<file path="src/rtl/batt_chk_pkg.sv">
package batt_chk_pkg;
  typedef enum logic [1:0] {
    ST_OFF  = 2'd0,
    ST_TEST = 2'd1,
    ST_WAIT = 2'd2,
    ST_HALT = 2'd3
  } bc_state_e;
endpackage

</file>
<file path="src/rtl/batt_chk_timer.sv">
module batt_chk_timer #(
  parameter int unsigned LEN = 10
) (
  input  logic clk,
  input  logic rst_n,
  input  logic clr,
  input  logic load,
  input  logic en,
  output logic zero
);
  localparam int W = (LEN < 2) ? 1 : $clog2(LEN);
  localparam logic [W-1:0] RELOAD = W'(LEN - 1);

  logic [W-1:0] cnt_q, cnt_d;

  always_comb begin
    cnt_d = cnt_q;
    if (clr)
      cnt_d = '0;
    else if (load)
      cnt_d = RELOAD;
    else if (en && (cnt_q != '0))
      cnt_d = cnt_q - W'(1);
  end

  always_ff @(posedge clk or negedge rst_n) begin
    if (!rst_n) cnt_q <= '0;
    else        cnt_q <= cnt_d;
  end

  assign zero = (cnt_q == '0);
endmodule

</file>
<file path="src/rtl/batt_chk_ctrl.sv">
module batt_chk_ctrl
  import batt_chk_pkg::*;
(
  input  logic clk,
  input  logic rst_n,
  input  logic pwr_ok,
  input  logic cmp_ok,
  input  logic win_zero,
  input  logic per_zero,
  output logic win_load,
  output logic win_en,
  output logic per_load,
  output logic per_en,
  output logic testing,
  output logic warn
);
  bc_state_e st_q, st_d;
  logic fail_q, fail_d;
  logic retest_q, retest_d;
  logic warn_q, warn_d;

  always_comb begin
    st_d     = st_q;
    fail_d   = fail_q;
    retest_d = retest_q;
    warn_d   = warn_q;
    win_load = 1'b0;
    per_load = 1'b0;
    if (!pwr_ok) begin
      st_d = ST_OFF;
    end else begin
      unique case (st_q)
        ST_OFF: begin
          st_d     = ST_TEST;
          win_load = 1'b1;
          fail_d   = 1'b0;
          retest_d = 1'b1;
        end
        ST_TEST: begin
          if (!cmp_ok) fail_d = 1'b1;
          if (win_zero) begin
            if (fail_q || !cmp_ok) begin
              warn_d = 1'b1;
              st_d   = ST_HALT;
            end else begin
              if (retest_q) warn_d = 1'b0;
              st_d     = ST_WAIT;
              per_load = 1'b1;
            end
          end
        end
        ST_WAIT: begin
          if (per_zero) begin
            st_d     = ST_TEST;
            win_load = 1'b1;
            fail_d   = 1'b0;
            retest_d = 1'b0;
          end
        end
        ST_HALT: st_d = ST_HALT;
        default: st_d = ST_OFF;
      endcase
    end
  end

  always_ff @(posedge clk or negedge rst_n) begin
    if (!rst_n) begin
      st_q     <= ST_OFF;
      fail_q   <= 1'b0;
      retest_q <= 1'b0;
      warn_q   <= 1'b0;
    end else begin
      st_q     <= st_d;
      fail_q   <= fail_d;
      retest_q <= retest_d;
      warn_q   <= warn_d;
    end
  end

  assign win_en  = (st_q == ST_TEST);
  assign per_en  = (st_q == ST_WAIT);
  assign testing = (st_q == ST_TEST);
  assign warn    = warn_q;
endmodule

</file>
<file path="src/rtl/batt_chk_seq.sv">
module batt_chk_seq #(
  parameter int unsigned PERIOD_CYC = 32'd86_400_000,
  parameter int unsigned WIN_CYC    = 32'd1_000
) (
  input  logic clk,
  input  logic rst_n,
  input  logic supply_ok,
  input  logic wp_release,
  input  logic cmp_ok,
  output logic load_en,
  output logic warn_n
);
  logic pwr_ok;
  logic win_load, win_en, win_zero;
  logic per_load, per_en, per_zero;
  logic testing, warn;

  assign pwr_ok = supply_ok & wp_release;

  batt_chk_timer #(.LEN(WIN_CYC)) u_win (
    .clk(clk), .rst_n(rst_n), .clr(!pwr_ok),
    .load(win_load), .en(win_en), .zero(win_zero)
  );

  batt_chk_timer #(.LEN(PERIOD_CYC)) u_per (
    .clk(clk), .rst_n(rst_n), .clr(!pwr_ok),
    .load(per_load), .en(per_en), .zero(per_zero)
  );

  batt_chk_ctrl u_ctrl (
    .clk(clk), .rst_n(rst_n), .pwr_ok(pwr_ok), .cmp_ok(cmp_ok),
    .win_zero(win_zero), .per_zero(per_zero),
    .win_load(win_load), .win_en(win_en),
    .per_load(per_load), .per_en(per_en),
    .testing(testing), .warn(warn)
  );

  assign load_en = testing & pwr_ok;
  assign warn_n  = ~warn;
endmodule

</file>
<file path="config.mk">
export PLATFORM = sky130hd
export DESIGN_NAME = batt_chk_seq
export DESIGN_NICKNAME = d
export VERILOG_FILES = /design/src/rtl/batt_chk_pkg.sv /design/src/rtl/batt_chk_timer.sv /design/src/rtl/batt_chk_ctrl.sv /design/src/rtl/batt_chk_seq.sv
export SDC_FILE = /design/constraint.sdc
export NUM_CORES = 1
export LEC_CHECK = 0
export BUFFER_PORTS_ARGS = -buffer_cell sky130_fd_sc_hd__clkbuf_2
export CELL_PAD_IN_SITES_DETAIL_PLACEMENT = 1
export CELL_PAD_IN_SITES_GLOBAL_PLACEMENT = 1
export CORE_AREA = 2 2 72 74
export CTS_CLUSTER_SIZE = 10
export DETAILED_ROUTE_END_ITERATION = 12
export DIE_AREA = 0 0 74 76
export PLACE_DENSITY = 0.88
export SYNTH_ARGS = -nofsm -noshare
export SYNTH_HDL_FRONTEND = slang
export SYNTH_HIERARCHICAL = 1
export SYNTH_SLANG_ARGS = --single-unit
export TNS_END_PERCENT = 50
</file>
<file path="constraint.sdc">
create_clock -name clk -period 6.9 [get_ports clk]
set_clock_uncertainty 0.05 [all_clocks]
set_input_delay 0.69 -clock clk [delete_from_list [all_inputs] [get_ports clk]]
set_output_delay 0.69 -clock clk [all_outputs]
set_load 0.02 [all_outputs]
</file>
Word-level counts from Yosys, hierarchy flattened:

Index checks and enable logic that the tools add are counted.

* divide/modulo/power cells: 0
* order comparisons: 0
* reduce and logical (&&, ||, !) cells: 16
* shift-type cells: 0
* equal/unequal tests: 9
* $add $sub $neg: 2
* bitwise gates (word level): 3
* mux-type cells: 24
* multipliers: 0

Operators with widths (number)
* $mux W27: 3
* $mux W10: 3
* $logic_not A27 Y1: 1
* $reduce_bool A27 Y1: 1
* $sub A27 B1 Y27 const B: 1
* $mux W1: 11
* $logic_not A10 Y1: 1
* $reduce_bool A10 Y1: 1
* $sub A10 B1 Y10 const B: 1
* $pmux W2 S4: 1
* $reduce_and A4 Y1: 2
* $mux W2: 3
* $ne A3 B1 Y1 const B: 2
* $eq A2 B2 Y1 const B: 2
* $ne A2 B2 Y1 const B: 2
* $pmux W1 S2: 2
* $reduce_bool A2 Y1: 2
* $ne A3 B2 Y1 const B: 1
* $ne A3 B3 Y1 const B: 1
* $pmux W1 S3: 1
* $reduce_and A3 Y1: 1
* $reduce_bool A3 Y1: 1
* $and A1 B1 Y1: 2
* $eq A2 B1 Y1 const B: 1
* 6 further kinds: 7

* bits in latches: 0
* input bits: 5
* memory bits (read-only): 0
* memory bits (writable): 0
* memories: 0
* flip-flop bits (word level): 42

Logic depth before layout (Yosys ltp):

* word-level depth: 8
* mapped depth: 12
* mapped depth without buffers: 11

By module:

The synthesis kept the hierarchy.

By module, submodules not included
* batt_chk_timer (u_per): area each 1565.3 µm², instances 1, seq. area each 675.6 µm², cells an instance 167
* batt_chk_timer (u_win): area each 600.6 µm², instances 1, seq. area each 250.2 µm², cells an instance 63
* batt_chk_ctrl: area each 265.3 µm², instances 1, seq. area each 125.1 µm², cells an instance 31
* batt_chk_seq: area each 21.3 µm², instances 1, seq. area each 0.0 µm², cells an instance 4

Worst setup path before layout:

OpenSTA, ideal clock, no wires.

* kind: reg-to-reg
* start point: register u_per.cnt_q[9]
* end point: register u_win.cnt_q[4]
* library setup time: 120 ps
* arrival: 2144 ps
* slack: 4586 ps
* stages on the path, launching flop included: 11
* period minus slack after synthesis: 2314 ps
* required time: 6730 ps
* cell sequence: dfrtp_1 > or4_1 > buf_2 > nor2_1 > and4_1 > nor2b_1 > nor2_1 > nor2_1 > nand2_1 > a21oi_1 > a31o_2

* longest elaborated chain between the ends: 6
* elaborated cells between the ends (all ways): 7

Ends and longest elaborated chain
* start, declared: RTL line batt_chk_timer.sv:14 `logic [W-1:0] cnt_q, cnt_d;`
* start signal, assigned: RTL line batt_chk_timer.sv:28 `else cnt_q <= cnt_d;`
* $logic_not A27 Y1 (*): RTL line batt_chk_timer.sv:31 `assign zero = (cnt_q == '0);`
* via per_zero: RTL line batt_chk_seq.sv:15 `logic per_load, per_en, per_zero;`
* $mux W1 (*): RTL line batt_chk_ctrl.sv:53 `if (per_zero) begin`
* $pmux W1 S2 (*): RTL line batt_chk_ctrl.sv:32 `unique case (st_q)`
* $mux W1 (*): RTL line batt_chk_ctrl.sv:29 `if (!pwr_ok) begin`
* via win_load: RTL line batt_chk_seq.sv:14 `logic win_load, win_en, win_zero;`
* $mux W10: RTL line batt_chk_timer.sv:20 `else if (load)`
* $mux W10: RTL line batt_chk_timer.sv:18 `if (clr)`
* end signal, assigned: RTL line batt_chk_timer.sv:28
* end, declared: RTL line batt_chk_timer.sv:14

Mark *: on every way through the listed nets, which the timed path passes. The rest lies on a longest branch.
A chain may end at the register's enable or synchronous reset.

Worst setup path after layout:

* start point: register u_ctrl.st_q[1]
* end point: register u_per.cnt_q[19]

* elaborated cells between the ends (all ways): 8

RTL lines
* start, declared: RTL line batt_chk_ctrl.sv:17 `bc_state_e st_q, st_d;`
* start signal, assigned: RTL line batt_chk_ctrl.sv:73 `st_q <= st_d;`
* $eq A2 B2 Y1: RTL line batt_chk_ctrl.sv:81 `assign per_en = (st_q == ST_WAIT);`
* via per_en: RTL line batt_chk_seq.sv:15
* $logic_and A1 B1 Y1: RTL line batt_chk_timer.sv:22 `else if (en && (cnt_q != '0))`
* $ne A3 B1 Y1 (no line)

The timed path passes the listed nets, and every way through them passes these cells.

==> results.cfg <==
[timing]
hold_violations = 0
finalWorstSetupSlack_ps = 3730
whs_ps = 480
fin_crit_sh_pct = 45.9
drv_slew = 0
setup_viol = 0
max_freq_mhz = 315
period_minus_slack_ps = 3170
maxSlewHeadroom_pct = 28.6
tns_ps = 0
rsz0062_at_grt = no
tightest_slew_ps = 1070

[critical_path]
crit_path_start_kind = flop
rrSetupSlack_ps = 3730
crit_family = simple AND/OR/NAND/NOR gates
cpPeakStageDelay_ps = 600
worst-path-buf-inv = 0
timing.rr.end = u_per/cnt_q[19]
critPathKind = flop to flop
startpoint = u_ctrl/st_q[1]
worstPathRequired_ps = 7070
rr_startpoint = u_ctrl/st_q[1]
worstPathArrival_ps = 3340
path_cells = nor2b_1 -> or3b_1 -> nor4_1 -> o211ai_1 -> or4b_1 -> a21oi_1
cp_slowest_cell = or4b_1
reg2reg_depth = 6
critPathMaxFanout = 11
cp-end-kind = flop

[clock_network]
cts_resized = 0
clock-sinks = 42
clk_latency_ps = 310
postCtsHoldBufs = 0
cts_tree = built
cts.path.max_buffers = 2
cts_setup_buffers = 0
clk_pin_slew_ps = 90
htreeDepth = 2
tritoncts.num_buffers = 5
cts_root_buffer = clkbuf_8

[worst_hold_path]
hold_path_startpoint = u_ctrl/warn
worstHoldPathCells = 2
hold_path.class = flop to flop
min_to = u_ctrl/warn

[finish]
fin_cells = 338
fillers = 580
area_growth_pct = 6.43
final_util_pct = 53.1
drive_above_1_share_pct = 12.3
layout.nets = 274
n_antenna_cell = 0

[logic_synthesis]
async_flop_share_pct = 100
syn_inst = 265
synth_fp_nets = 272
synth_common_cells = 42 x dfrtp_1, 20 x a21oi_1, 18 x nor2_1, 14 x o21ai_0, 13 x a31oi_1
syn_area_per_cell_um2 = 9.25
synth_edf_count = 0
synth.distinct_cells = 49
netlist.area_leader.share_pct = 42.9
netlist_area_um2 = 2450
yosys-top-cells-area = dfrtp_1 43%, a21oi_1 4.1%, a31oi_1 3.3%, o31ai_1 3.1%, or3_1 3.1%
yosys_warnings = 6
ys_ff_latch = 42
synth_flop_cell = dfrtp_1
yosysMostFrequentCell = dfrtp_1
seq_area_frac_synth_pct = 42.9
synth_top_area_cell = dfrtp_1

[place]
hpwl_um = 4180
pre_cts_slack_ps = 3870
dp_cells = 330
port_buffers = 6
place_congestion = 0.874

[route]
post_drt_wl_per_cell_um = 17.7
routed_wl_um = 5970
dr.pass1.iters = 4
detail_route.vias_per_cell = 6.32
ant_nets = 0
drtIter0Drc = 109
num_vias = 2137
route.detailed.drc = 0

[power]
leakage_uw = 0.00105
ir_drop_mv = 0.125
pwr_density_cell_nw_per_um2 = 194

[floorplanning]
start_util_pct = 49.9
fp.dieArea_um2 = 5620
fp-row-count = 26
io_pins = 7
die_w_um = 74
coreArea_um2 = 4910
die-height_um = 76

[global_routing]
gr-total-overflow = 0
grt_max_degree = 43
grt_pass1_vias = 2225
antenna_found_initial = 0
grt_pass1_wl_um = 10500
grt_usage_pct = 23.8

[run]
cap_violations = 0

[outcome]
status = completed
[worst reg2reg max path: stages, from the launching register on]
cell and delay [ps]:
dfrtp_1 480, nor2b_1 550, or3b_1 490, nor4_1 360
o211ai_1 400, or4b_1 600, a21oi_1 150
[layer usage]
layer / vias to the layer above / global-route usage (%) / share of wire (%)
met5: - / 0 / 0
met4: 0 / 7.82 / 1.4
met3: 9 / 4.50 / 2.5
met2: 30 / 38.6 / 50
met1: 1097 / 31.8 / 46
li1: 1001 / - / -
[where the power goes]
group	internal (µW)	switching, µW	total [µW]
combinational	26.7	54.2	80.9
sequential	255	7.78	263
clock	71.5	89.5	161
total	354	152	505
[sequential cells by signal, summed over array words and instances, names as in the netlist]
signal	flops
u_ctrl/fail_q	1
u_ctrl/retest_q	1
u_ctrl/st_q	2
u_ctrl/warn	1
u_per/cnt_q	27
u_win/cnt_q	10
[cells by family after synthesis]
| kind of cell | count (synthesis) | share of synthesized area [%] |
|---|---|---|
| adders and majority gates | 2 | 1.02 |
| xor gates and xnor gates | 6 | 2.14 |
| and+or+nand+nor | 120 | 30.8 |
| DFF | 42 | 42.9 |
| buffers and inverters | 23 | 3.88 |
| muxes | 2 | 0.816 |
| AOI/OAI and AO/OA | 70 | 18.5 |
[through the flow]
stage / area (µm²) / power, µW
2_1_floorplan: 2450 / 325
6_report: 2610 / 505
5_1_grt: 2610 / 532
3_5_place_dp: 2520 / 349
4_1_cts: 2610 / 511
3_3_place_gp: 2520 / 346
[layout make-up]
cell class | instances | area, µm² | area share, %
clock buffer | 6 | 72.6 | 2.78
tap | 70 | 87.6 | 3.36
multi-input combinational | 200 | 1310 | 50.0
sequential | 42 | 1050 | 40.3
clock inverter | 2 | 13.8 | 0.527
inverter | 11 | 41.3 | 1.58
timing repair buffer | 7 | 37.5 | 1.44
[cell usage in the layout (no fill, tap or decap), types with 3 or more instances in the layout]
cell       n
clkbuf_8   5
o31ai_1   10
or4_1      9
inv_1     11
clkbuf_2   6
nand2b_1   4
a31oi_1   13
xnor2_1    5
nor3b_1    4
or2_2      5
nor2_1    18
nor4_1     7
a311oi_1   4
and4_1     5
a211oi_1   3
o21ai_0   14
nand2_1   12
nor2b_1    6
a21oi_1   20
nor3_1    10
dfrtp_1   42
nand4_1    3
nand3_1    6
or3_1     12
[how the worst max path moves through the flow]
stage	end	slack [ps]	cells past startpoint
global placement	u_per/cnt_q[5]	3850	7
finish	u_per/cnt_q[19]	3730	6
floorplan	u_win/cnt_q[4]	4590	10
detailed placement	u_per/cnt_q[19]	3870	6
CTS	u_per/cnt_q[19]	3760	6
global route	u_per/cnt_q[2]	3550	7
Note: power is estimated with default switching activity, not from simulation.
